--- src/rtl/dbl_pkg.sv ---
package dbl_pkg;

  localparam int WORD_W = 32;
  localparam int DREG_W = 2 * WORD_W;
  localparam int IDX_W  = 5;
  localparam int GPR_W  = 4;
  localparam int CNT_W  = 8;
  localparam int IMM_W  = 8;

  typedef enum logic [2:0] {
    ST_IDLE,
    ST_RQ_LO,
    ST_WT_LO,
    ST_RQ_HI,
    ST_WT_HI,
    ST_WRITE,
    ST_WB,
    ST_FIN
  } seq_state_t;

  typedef struct packed {
    logic              unhandled;
    logic              undef;
    logic              unpred;
    logic              nop_wb;
    logic              up;
    logic              wback;
    logic [IDX_W-1:0]  first;
    logic [GPR_W-1:0]  rn;
    logic [CNT_W-1:0]  count;
    logic [WORD_W-1:0] offset;
  } dec_t;

  // Byte span of the list: immediate times four, zero-extended.
  function automatic logic [WORD_W-1:0] f_offset(input logic [IMM_W-1:0] imm);
    return {{(WORD_W-IMM_W-2){1'b0}}, imm, 2'b00};
  endfunction

  // Register count: immediate halved, rounded down.
  function automatic logic [CNT_W-1:0] f_count(input logic [IMM_W-1:0] imm);
    return {1'b0, imm[IMM_W-1:1]};
  endfunction

  function automatic logic [WORD_W-1:0] f_first_addr(input logic [WORD_W-1:0] base,
                                                     input logic [WORD_W-1:0] off,
                                                     input logic up);
    return up ? base : base - off;
  endfunction

  function automatic logic [WORD_W-1:0] f_wb_value(input logic [WORD_W-1:0] base,
                                                   input logic [WORD_W-1:0] off,
                                                   input logic up);
    return up ? base + off : base - off;
  endfunction

endpackage

--- src/rtl/dbl_decode.sv ---
module dbl_decode
  import dbl_pkg::*;
#(
  parameter int MAX_LIST  = 16,
  parameter int NUM_DREGS = 32,
  parameter int PC_IDX    = 15
) (
  input  logic [31:0] instr,
  output dec_t        dec
);

  localparam int SPAN_W = IDX_W + CNT_W;

  logic       cls_ok, other_instr, valid, fault, zero;
  logic [2:0] mode;
  logic [SPAN_W-1:0] span;
  logic [3:0] unused_cond;

  assign unused_cond = instr[31:28];

  assign cls_ok = (instr[27:25] == 3'b110) && instr[20] &&
                  (instr[11:10] == 2'b10) && (instr[9:8] == 2'b11);
  assign mode   = {instr[24], instr[23], instr[21]};

  // 000 and 1x0 are other instructions sharing this space.
  assign other_instr = (mode == 3'b000) || (mode[2] && !mode[0]);

  always_comb begin
    dec           = '0;
    dec.first     = {instr[22], instr[15:12]};
    dec.rn        = instr[19:16];
    dec.count     = f_count(instr[7:0]);
    dec.offset    = f_offset(instr[7:0]);
    dec.up        = instr[23];
    dec.wback     = instr[21];
    dec.unhandled = !cls_ok || other_instr;
    dec.undef     = !dec.unhandled && (mode[2] == mode[1]) && mode[0];
    dec.unpred    = valid && (zero || fault);
    dec.nop_wb    = valid && zero && !fault && instr[21];
  end

  assign valid = !dec.unhandled && !dec.undef;
  assign span  = SPAN_W'(dec.first) + SPAN_W'(dec.count);
  assign zero  = (dec.count == '0);
  assign fault = (dec.count > CNT_W'(MAX_LIST)) ||
                 (span > SPAN_W'(NUM_DREGS)) ||
                 (instr[0] && (span > SPAN_W'(MAX_LIST))) ||
                 ((dec.rn == GPR_W'(PC_IDX)) && dec.wback);

endmodule

--- src/rtl/dbl_pair.sv ---
module dbl_pair #(
  parameter int WORD_W = 32
) (
  input  logic [WORD_W-1:0]   word_a,
  input  logic [WORD_W-1:0]   word_b,
  input  logic                big,
  output logic [2*WORD_W-1:0] value
);

  // word_a came from the lower address.
  assign value = big ? {word_a, word_b} : {word_b, word_a};

endmodule

--- src/rtl/dreg_load_seq.sv ---
module dreg_load_seq
  import dbl_pkg::*;
#(
  parameter int MAX_LIST  = 16,
  parameter int NUM_DREGS = 32,
  parameter int PC_IDX    = 15
) (
  input  logic        clk,
  input  logic        rst_n,
  input  logic        start,
  input  logic [31:0] instr,
  input  logic [31:0] base_val,
  input  logic        big_endian,
  output logic        mem_req,
  output logic [31:0] mem_addr,
  input  logic        mem_valid,
  input  logic [31:0] mem_rdata,
  output logic        rf_we,
  output logic [4:0]  rf_idx,
  output logic [63:0] rf_data,
  output logic        wb_we,
  output logic [3:0]  wb_idx,
  output logic [31:0] wb_val,
  output logic        done,
  output logic        undef_flag,
  output logic        unhandled_flag,
  output logic        unpred_flag
);

  localparam int WORD_BYTES = WORD_W / 8;

  dec_t              dec;
  seq_state_t        state;
  logic [WORD_W-1:0] addr_r, wb_val_r, word_a_r, word_b_r;
  logic [GPR_W-1:0]  wb_idx_r;
  logic [CNT_W-1:0]  left_r;
  logic [IDX_W-1:0]  idx_r;
  logic              be_r, wback_r;
  logic [2:0]        flags_r;

  // Named internal events.
  logic ev_accept, ev_word_lo, ev_word_hi, ev_last_write;

  dbl_decode #(
    .MAX_LIST (MAX_LIST),
    .NUM_DREGS(NUM_DREGS),
    .PC_IDX   (PC_IDX)
  ) u_decode (
    .instr(instr),
    .dec  (dec)
  );

  dbl_pair #(.WORD_W(WORD_W)) u_pair (
    .word_a(word_a_r),
    .word_b(word_b_r),
    .big   (be_r),
    .value (rf_data)
  );

  assign ev_accept     = (state == ST_IDLE) && start;
  assign ev_word_lo    = (state == ST_WT_LO) && mem_valid;
  assign ev_word_hi    = (state == ST_WT_HI) && mem_valid;
  assign ev_last_write = (state == ST_WRITE) && (left_r == CNT_W'(1));

  always_ff @(posedge clk) begin
    if (!rst_n) begin
      state    <= ST_IDLE;
      addr_r   <= '0;
      wb_val_r <= '0;
      word_a_r <= '0;
      word_b_r <= '0;
      wb_idx_r <= '0;
      left_r   <= '0;
      idx_r    <= '0;
      be_r     <= 1'b0;
      wback_r  <= 1'b0;
      flags_r  <= '0;
    end else begin
      unique case (state)
        ST_IDLE: begin
          if (ev_accept) begin
            addr_r   <= f_first_addr(base_val, dec.offset, dec.up);
            wb_val_r <= f_wb_value(base_val, dec.offset, dec.up);
            wb_idx_r <= dec.rn;
            left_r   <= dec.count;
            idx_r    <= dec.first;
            be_r     <= big_endian;
            wback_r  <= dec.wback;
            flags_r  <= {dec.unhandled, dec.undef, dec.unpred};
            if (dec.unhandled || dec.undef) state <= ST_FIN;
            else if (dec.unpred)             state <= dec.nop_wb ? ST_WB : ST_FIN;
            else                             state <= ST_RQ_LO;
          end
        end
        ST_RQ_LO: state <= ST_WT_LO;
        ST_WT_LO: begin
          if (ev_word_lo) begin
            word_a_r <= mem_rdata;
            addr_r   <= addr_r + WORD_W'(WORD_BYTES);
            state    <= ST_RQ_HI;
          end
        end
        ST_RQ_HI: state <= ST_WT_HI;
        ST_WT_HI: begin
          if (ev_word_hi) begin
            word_b_r <= mem_rdata;
            addr_r   <= addr_r + WORD_W'(WORD_BYTES);
            state    <= ST_WRITE;
          end
        end
        ST_WRITE: begin
          left_r <= left_r - CNT_W'(1);
          idx_r  <= idx_r + IDX_W'(1);
          if (ev_last_write) state <= wback_r ? ST_WB : ST_FIN;
          else               state <= ST_RQ_LO;
        end
        ST_WB:   state <= ST_FIN;
        ST_FIN:  state <= ST_IDLE;
        default: state <= ST_IDLE;
      endcase
    end
  end

  assign mem_req        = (state == ST_RQ_LO) || (state == ST_RQ_HI);
  assign mem_addr       = addr_r;
  assign rf_we          = (state == ST_WRITE);
  assign rf_idx         = idx_r;
  assign wb_we          = (state == ST_WB);
  assign wb_idx         = wb_idx_r;
  assign wb_val         = wb_val_r;
  assign done           = (state == ST_FIN);
  assign unhandled_flag = done && flags_r[2];
  assign undef_flag     = done && flags_r[1];
  assign unpred_flag    = done && flags_r[0];

  // Handshake: a request never repeats in the next cycle.
  assert_single_req_R8: assert property (@(posedge clk) disable iff (!rst_n)
    mem_req |=> !mem_req);

  // A register write follows a valid response.
  assert_write_after_data_R8: assert property (@(posedge clk) disable iff (!rst_n)
    rf_we |-> $past(mem_valid));

  // Writeback is the last step before done.
  assert_wb_then_done_R7: assert property (@(posedge clk) disable iff (!rst_n)
    wb_we |=> done);

  // done lasts one cycle.
  assert_done_pulse_R11: assert property (@(posedge clk) disable iff (!rst_n)
    done |=> !done);

  // Flags only with done.
  assert_flags_with_done_R11: assert property (@(posedge clk) disable iff (!rst_n)
    (undef_flag || unhandled_flag || unpred_flag) |-> done);

  // One outcome at a time (R2 priority).
  assert_flag_exclusive_R2: assert property (@(posedge clk) disable iff (!rst_n)
    done |-> $onehot0({unhandled_flag, undef_flag, unpred_flag}));

  // No traffic while an outcome flag is pending.
  assert_no_req_before_flag_R9: assert property (@(posedge clk) disable iff (!rst_n)
    (undef_flag || unhandled_flag) |-> !$past(mem_req));

endmodule

--- config.mk ---
export PLATFORM = sky130hd
export DESIGN_NAME = dreg_load_seq
export DESIGN_NICKNAME = d
export VERILOG_FILES = /design/src/rtl/dbl_pkg.sv /design/src/rtl/dbl_decode.sv /design/src/rtl/dbl_pair.sv /design/src/rtl/dreg_load_seq.sv
export SDC_FILE = /design/constraint.sdc
export NUM_CORES = 1
export LEC_CHECK = 0
export BUFFER_PORTS_ARGS = -buffer_cell sky130_fd_sc_hd__buf_2
export CAP_MARGIN = 20
export CORE_MARGIN = 4
export CORE_UTILIZATION = 48
export DETAILED_ROUTE_END_ITERATION = 16
export HOLD_SLACK_MARGIN = 0.15
export PLACE_DENSITY = 0.74
export SLEW_MARGIN = 15
export SYNTH_ARGS = -nofsm -noshare
export SYNTH_HDL_FRONTEND = slang
export SYNTH_SLANG_ARGS = --single-unit
--- constraint.sdc ---
create_clock -name clk -period 3.2 [get_ports clk]
set_input_delay 0.16 -clock clk [delete_from_list [all_inputs] [get_ports clk]]
set_output_delay 0.16 -clock clk [all_outputs]
set_load 0.01 [all_outputs]
; Word level (Yosys, flattened, before mapping)
; Cells that the tools add are included.
[word_totals]
register_bits = 153
[classes]
order_cmp = 3
n_addsub = 6
eq_ne = 16
n_mux = 20
n_reduce_logical = 44
[op_table]
columns = op, n
row1 = two-way mux 32 bit, 5
row2 = one-hot mux 32 bit (3 select lines), 1
row3 = two-way mux 64 bit, 1
row4 = adder 32 x 10 -> 32 bit, 1
row5 = adder 32 x 3 -> 32 bit (second input constant), 1
row6 = subtractor 32 x 10 -> 32 bit, 1
row7 = one-hot mux 3 bit (8 select lines), 1
row8 = logical AND 1 bit, 20
row9 = two-way mux 3 bit, 6
row10 = one-hot mux 8 bit (2 select lines), 1
row11 = == test 3 bit (second input constant), 5
row12 = > comparator 13 x 5 -> 1 bit (second input constant), 1
row13 = > comparator 13 x 6 -> 1 bit (second input constant), 1
row14 = one-hot mux 5 bit (2 select lines), 1
row15 = adder 5 x 7 -> 8 bit, 1
row16 = == test 8 x 1 -> 1 bit (second input constant), 1
row17 = logical NOT 8 bit, 1
row18 = logical OR 1 bit, 8
row19 = two-way mux 8 bit, 1
row20 = AND reduction 2 bit, 4
row21 = subtractor 8 x 1 -> 8 bit (second input constant), 1
row22 = > comparator 7 x 5 -> 1 bit (second input constant), 1
row23 = == test 3 x 2 -> 1 bit (second input constant), 2
row24 = logical NOT 3 bit, 2
row25 = other kinds (13), 21

; Depth between registers and ports, before layout
; Gate-level depths: netlist (run 1).
[logic_depth]
ltp_word = 19
depth_mapped = 11
depth_no_buf = 10

; Hierarchy
; Synthesis (run 1) repeated with hierarchy kept, for this count alone.
[unflattened]
cells_unflattened = 1605
area_unflattened_um2 = 12279.3
[modules_own_cells]
columns = mod, cells_each, area_per_inst_um2, n_inst
row1 = dreg_load_seq, 1426, 10398.7, 1
row2 = dbl_pair, 71, 1077.3, 1
row3 = dbl_decode, 108, 803.3, 1

; Least setup slack after synthesis (run 1)
; OpenSTA, ideal clock, no wires.
[synth_path]
path_type = input to register
start = in base_val[2]
end = reg wb_val_r[22], in the netlist wb_val[22]
required_time_ns = 3.072
slack_ns = 0.679
path_buffers = 0
t_arrival_ns = 2.392
stages = 10
path_cell_list = inv_1 > ha_1 > fa_1 > nor2b_1 > o21ai_0 > a211oi_1 > nor2_1 > a32oi_1 > xor2_1 > o21ai_0
[synth_via]
elab_chain_cells = 2
elab_cells_between_ends = 3
[synth_lines]
columns = item, line
row1 = start: declaration, dreg_load_seq.sv:12  ; input logic [31:0] base_val,
row2 = subtractor 32 x 10 -> 32 bit or adder 32 x 10 -> 32 bit (tied branches), dbl_pkg.sv:53  ; return up ? base + off : base - off;
row3 = two-way mux 32 bit *, dbl_pkg.sv:53
row4 = end signal: assignment, dreg_load_seq.sv:83  ; wb_val_r <= f_wb_value(base_val, dec.offset, dec.up);
row5 = end: declaration, dreg_load_seq.sv:34  ; logic [WORD_W-1:0] addr_r, wb_val_r, word_a_r, word_b_r;
; Mark *: on every way between the ends. The rest lies on a longest branch, timed or not.
; A chain may end at the register's enable or synchronous reset.

; Final worst setup path (run 1)
[layout_path]
start = in instr[1]
end = reg wb_val_r[25], in the netlist wb_val[25]
[layout_via]
elab_chain_cells = 2
elab_cells_between_ends = 3
[layout_lines]
columns = item, line
row1 = start: declaration, dreg_load_seq.sv:11  ; input logic [31:0] instr,
row2 = subtractor 32 x 10 -> 32 bit or adder 32 x 10 -> 32 bit (tied branches), dbl_pkg.sv:53
row3 = two-way mux 32 bit *, dbl_pkg.sv:53
; Marks and branches as above.

==> summary.md, run 1 <==
| Metric | Value |
|---|---|
| Outcome | finished, final reports clean |
| Nets | roughly 1,600 |
| Total power draw | between 0.006 and 0.007 W |
| Final instance area | ~0.012 sq mm |
| Post-synth cell types | 68 |
| Hold Path Class | in -> reg |
| Cts repair resizes | 0 |
| Async SR Flop Fraction | 0% |
| GRT Total Usage | between 20% and 30% |
| Most common cell after layout, fill and taps aside | nand2_1 |
| Largest net degree at the start of global routing | between 60 and 70 |
| Crit path buf inv count | 3 |
| Period utilisation layout | slightly above 90% |
| Least-Margin Pin Slew | approximately 0.92 ns |
| Core area | 0.0189 sq mm |
| Slew headroom | approximately two fifths |
| Post-CTS Setup Bufs | 0 |
| Fillers | 1,682 |
| CP Cell Sequence | dlygate4sd3_1 -> buf_2 -> inv_1 -> ha_1 -> nand2b_1 -> a2111oi_0 -> nor3_1 -> a21o_1 -> or4_1 -> o21ai_0 -> a22o_1 |
| Register area share after synthesis | approximately a third |
| EDFF count, synth | 0 |
| Worst r2r src | state[1] |
| Syn avg cell area | 7.59 sq um |
| Clock Latency Late Sink | 0.43 ns |
| Area growth, synth to finish | 29.1% |
| Peak supply drop | between 0.3 and 0.4 mV |
| Yosys top cell by area | dfxtp_1 |
| Hold depth | 3 |
| Final-report hold violation count | 0 |
| Most frequent cells in the layout | nand2_1, buf_2, dfxtp_1, a21oi_1, dlygate4sd3_1 |
| Drt total wl | around 30,000 um |
| Total gr overflow | 0 |
| Die width | between 100 and 150 um |
| CTS tree | built |
| Root buf cell | clkbuf_16 |
| FF-to-FF setup slack | 0.61 ns |
| WS Path Type | in -> reg |
| First-pass GRT wire length | 47,900 um |
| Min Tclk post-route | between 2 and 3 ns |
| Mapped Cells | 1,225 |
| Die Area | between 0.02 and 0.025 sq mm |
| Netlist Area Pre-Place | 0.00929 sq mm |
| CP Max Fanout | 13 |
| Min-Delay Startpoint | base_val[22] |
| Placement-stage cell area | approximately 0.011 sq mm |
| Antenna-violating nets left | 0 |
| YS warnings | 0 |
| Lkg Pwr | between 4 and 5 nW |
| DRC Markers | 0 |
| Via count | roughly 10,000 |
| Placed cells | roughly 1,700 |
| Synth Flop Type | dfxtp_1 |
| H-tree Lvls | 4 |
| Mapped Nets | about 1,400 |
| Port buffer count | 240 |
| Seq. cell area | 0.00306 sq mm |
| Antenna diodes | 0 |
| Vias per std cell | ~5.7 |
| IO Count | between 200 and 250 |
| Hold-fix buffers, CTS | 72 |
| CP peak stage delay | 0.62 ns |
| Clk slew on worst S/H paths | around 0.070 ns |
| Final setup viols | 0 |
| Worst R2R End | left_r[6] |
| Area of the multi-input gates | slightly below 0.006 sq mm |
| Initial core utilization | roughly 49% |
| Detailed placer's ending HPWL | between 20,000 and 25,000 um |
| Unrepaired setup endpoints after global routing | false |
| Worst Setup End Kind | flip-flop |
| Iter 0 DRT Violations | 757 |
| First-pass iteration count of the detailed router | 7 |
| Synth Register Bits | about 150 |
| CTS buffer count | 17 |
| Area share of the largest cell type after synthesis | roughly 33% |
| Site row count | 50 |
| GP Congestion | around 0.94 |
| Startpoint types | input port |
| Final slew viol count | 0 |
| Clock sink total | around 150 |
| Layout Cells excl Fill | around 1,800 |
| Hold path endpoint | wb_val[22] |
| Max-cap violations | 0 |
| Initial antenna violation count | 1 |
| Main area contributors after synthesis | dfxtp_1, nand2_1, mux2_2 |
| Clk_skew | slightly below 0.01 ns |
| Worst path top cell family by delay | compound AO/OA/AOI/OAI gates |
| Final Hold Slack | between 0.15 and 0.2 ns |
| Maximum root-to-sink buffer count | 2 |
| Worst path arrival time | 3.35 ns |
| CP Data Required Time | 3.57 ns |
| Share of post-route cells with drive strength above 1 | between 20 and 30% |
| Die Ht | 147 um |
| Max Clk Rate | roughly 340 MHz |
| Crit-path slowest cell | a2111oi_0 |
| Pwr Density | around 530 mW/mm^2 |
| Vias in the first global route | around 9,500 |
| Per-cell routed wire length | roughly 17 um |
| Setup Total Neg Slack | 0 ns |
| R2R cell count | 8 |
## metal layers
| metal | routed length, um | GRT usage, % |
|---|---|---|
| met1 | 12500 | 33.7 |
| met2 | 14300 | 45.4 |
| met3 | 2220 | 6.08 |
| met4 | 622 | 7.60 |
| met5 | 7 | 0 |
## logic make-up after synthesis
logic type | Yosys count | synth area share, %
AO/OA/AOI/OAI | 318 | 20.6
XOR/XNOR | 43 | 4.05
adder cells (fa/ha/maj) | 28 | 4.01
buffers and inverters | 117 | 4.86
flip-flops | 153 | 33.0
multiplexers | 70 | 8.41
AND/OR/NAND/NOR | 496 | 25.1
## worst min-delay path, cell delays in order
cell and delay, ns:
buf_2 0.17, xor2_1 0.09, o21ai_0 0.13
## registers in the layout (all words and copies together), names as in the netlist
register,count
wback_r,1
rf_idx,5
word_a_r,32
be_r,1
word_b_r,32
wb_idx,4
flags_r,3
left_r,8
wb_val,32
mem_addr,32
state,3
## synth_stat cells (9+ instances only)
library cell,count
nor3_1,19
nand4_1,10
clkbuf_1,75
nand2b_1,15
o22ai_1,9
dfxtp_1,153
o211ai_1,14
xor2_1,19
a21oi_1,140
mux2_2,65
nor4_1,14
nand2_1,253
inv_1,29
nand3_1,46
nor2_1,58
and3_1,13
nor2b_1,11
and2_1,13
ha_1,25
o21ai_0,66
xnor2_1,24
a31oi_1,15
## worst max-delay path by stage
| stage | cells after the start | start | end | slack, ns |
|---|---|---|---|---|
| 2_1_floorplan | 10 | base_val[2] | wb_val[22] | 0.68 |
| 3_3_place_gp | 10 | instr[1] | wb_val[25] | 0.40 |
| 3_5_place_dp | 10 | instr[1] | wb_val[25] | 0.34 |
| 4_1_cts | 11 | instr[1] | wb_val[25] | 0.25 |
| 5_1_grt | 11 | instr[1] | wb_val[25] | 0.05 |
| 6_report | 11 | instr[1] | wb_val[25] | 0.22 |
## cell type report
class | instances | share of cell area (%)
clock buffer | 17 | 3.55
clock inverter | 15 | 1.48
inverter | 30 | 0.949
multi-input combinational | 955 | 48.2
sequential | 153 | 25.5
tap | 260 | 2.71
timing repair buffer | 336 | 17.5
## stage by stage
| stage | setup slack (ns) | utilization, % |
|---|---|---|
| global route | 0.0474 | 63.5 |
| CTS | 0.252 | 63.5 |
| finish | 0.217 | 63.5 |
| global placement | 0.404 | 56.5 |
| detailed placement | 0.342 | 56.5 |
| floorplan | 0.679 | - |
## power breakdown
part | internal, W | switching (W)
registers | 0.00214 | 0.000223
clock network | 0.00119 | 0.000905
logic | 0.000743 | 0.00112
(Power assumes the default switching activity.)
==> inputs of run 2 (changes only) <==
--- a/config.mk
+++ b/config.mk
@@ -7,11 +7,14 @@
 export LEC_CHECK = 0
 export BUFFER_PORTS_ARGS = -buffer_cell sky130_fd_sc_hd__buf_2
 export CAP_MARGIN = 20
+export CELL_PAD_IN_SITES_DETAIL_PLACEMENT = 1
+export CELL_PAD_IN_SITES_GLOBAL_PLACEMENT = 2
 export CORE_MARGIN = 4
-export CORE_UTILIZATION = 48
+export CORE_UTILIZATION = 30
+export CTS_CLUSTER_DIAMETER = 80
 export DETAILED_ROUTE_END_ITERATION = 16
 export HOLD_SLACK_MARGIN = 0.15
-export PLACE_DENSITY = 0.74
+export PLACE_DENSITY_LB_ADDON = 0.1
 export SLEW_MARGIN = 15
 export SYNTH_ARGS = -nofsm -noshare
 export SYNTH_HDL_FRONTEND = slang
==> run 2 against run 1 <==
Compared with the run above: combinational power grew 6%; first-iteration DRC count shrank 48%; hold slack gained 0.0055 ns; critical path depth grew 1.
==> summary.md, run 2 (same netlist as run 1, synthesis figures left out) <==
| Metric | Value |
|---|---|
| Pre-CTS setup slack | roughly 0.060 ns |
| Per-cell routed wire length | between 15 and 20 um |
| Cts repair resizes | 0 |
| Pwr Density | between 500 and 600 mW/mm^2 |
| Max-cap violations | 0 |
| Die width | between 150 and 200 um |
| Peak supply drop | 0.340 mV |
| Clock sink total | 153 |
| Startpoint types | input port |
| Iter 0 DRT Violations | just under 400 |
| CP Max Fanout | 6 |
| Min-Delay Startpoint | base_val[18] |
| Initial core utilization | 30.4% |
| Die Ht | 184 um |
| Placed cells | between 1,500 and 2,000 |
| Drt total wl | 36,100 um |
| Vias in the first global route | slightly below 10,000 |
| Antenna diodes | 0 |
| IO Count | between 200 and 250 |
| Final-report hold violation count | 0 |
| Final setup viols | 0 |
| Root buf cell | clkbuf_16 |
| Antenna-violating nets left | 0 |
| Area growth, synth to finish | 32.1% |
| Maximum root-to-sink buffer count | 2 |
| Clock Latency Late Sink | around 0.44 ns |
| Hold depth | 3 |
| Slew headroom | a little over a quarter |
| Most common cell after layout, fill and taps aside | nand2_1 |
| Worst path arrival time | about 3.3 ns |
| Layout Cells excl Fill | between 1,500 and 2,000 |
| R2R cell count | 9 |
| Worst r2r src | state[2] |
| Final slew viol count | 0 |
| Largest net degree at the start of global routing | between 60 and 70 |
| Clk slew on worst S/H paths | about 0.070 ns |
| Total gr overflow | 0 |
| H-tree Lvls | 4 |
| First-pass iteration count of the detailed router | 5 |
| Initial antenna violation count | 0 |
| Post-CTS Setup Bufs | 0 |
| Outcome | finished, final reports clean |
| Hold Path Class | in -> reg |
| Lkg Pwr | roughly 5 nW |
| Least-Margin Pin Slew | between 1 and 1.5 ns |
| Die Area | 0.0339 sq mm |
| Unrepaired setup endpoints after global routing | false |
| Most frequent cells in the layout | nand2_1, buf_2, dfxtp_1, a21oi_1, dlygate4sd3_1 |
| Site row count | between 60 and 70 |
| CTS tree | built |
| Nets | 1,642 |
| Period utilisation layout | between 90 and 100% |
| Setup Total Neg Slack | 0 ns |
| CP Data Required Time | about 3.5 ns |
| Port buffer count | 240 |
| GRT Total Usage | 20.7% |
| DRC Markers | 0 |
| Share of post-route cells with drive strength above 1 | a little over a quarter |
| Core area | approximately 0.03 sq mm |
| Worst Slack Setup Final | about 0.22 ns |
| WS Path Type | in -> reg |
| Detailed placer's ending HPWL | approximately 26,000 um |
| Setup crit start | instr[2] |
| GP Congestion | between 0.8 and 0.9 |
| Max Clk Rate | approximately 340 MHz |
| Clk_skew | ~0.013 ns |
| Worst Setup End Kind | flip-flop |
| Vias per std cell | 5.18 |
| Min Tclk post-route | between 2 and 3 ns |
| Via count | between 9,000 and 10,000 |
| First-pass GRT wire length | about 56,000 um |
| CTS buffer count | 17 |
run 2: cell count changes in the layout (fill, tap and decap cells not counted):
cell	previous run	this run
nor2b_2	0	1
nor2b_1	11	10
clkbuf_8	0	4
clkinvlp_4	0	2
inv_8	3	1
clkbuf_1	0	1
buf_4	24	46
inv_6	8	5
and2_1	13	14
clkinv_4	1	0
and2_0	1	0
dlygate4sd3_1	72	70
bufinv_16	2	0
clkinv_2	2	3
run 2: repair_timing:
item,CTS,global route
hold endpoints to repair,116,0
endpoints found under the setup margin,0,0
hold buffers,70,0
run 2: worst paths after layout:
kind                                    to  slack (ns)
worst max-delay path            wb_val[10]        0.22
worst min-delay path            wb_val[18]        0.17
worst max register to register   left_r[6]        0.62
worst min register to register  wb_val[29]        0.45
run 2: layer usage:
metal,up-vias,wire [um],track usage (%)
li1,4911,-,-
met1,4813,17700,28.7
met2,206,16500,33.4
met3,27,1440,3.56
met4,0,505,5.12
met5,-,0,0
run 2: area by class of cell:
type                    instances  area [sq um]
clock buffers                  22           484
multi-input cells             955          5790
well taps                     396           495
repair buffers                356          2250
fillers                      3799         18300
clock inverters                10          80.1
flip-flops and latches        153          3060
inverters                      30           114
run 2: where the power goes:
| group | switching (W) | internal [W] | leakage [nW] |
|---|---|---|---|
| clock network | 0.000907 | 0.00109 | 0.276 |
| logic | 0.00120 | 0.000774 | 3.55 |
| registers | 0.000238 | 0.00214 | 1.25 |
| total | 0.00234 | 0.00400 | 5.07 |
run 2: stage by stage:
| step | utilization [%] | instance area [sq um] | hold slack [ns] | power [W] |
|---|---|---|---|---|
| 6_report | 40.1 | 12300 | 0.171 | 0.00634 |
| 3_5_place_dp | 36.0 | 11000 | 0.404 | 0.00433 |
| 4_1_cts | 40.1 | 12300 | 0.152 | 0.00644 |
| 5_1_grt | 40.1 | 12300 | 0.189 | 0.00672 |
| 3_3_place_gp | 36.0 | 11000 | 0.401 | 0.00431 |
| 2_1_floorplan | - | 9290 | 0.296 | 0.00351 |
run 2: worst max-delay path: stages:
cell and delay (ns):
dlygate4sd3_1 0.53, buf_2 0.13, inv_1 0.08, ha_1 0.30, nor2b_1 0.20, o21ai_0 0.13, a211oi_1 0.92, buf_4 0.25
nor2_1 0.10, a31oi_1 0.26, xnor2_1 0.16, o21ai_0 0.09
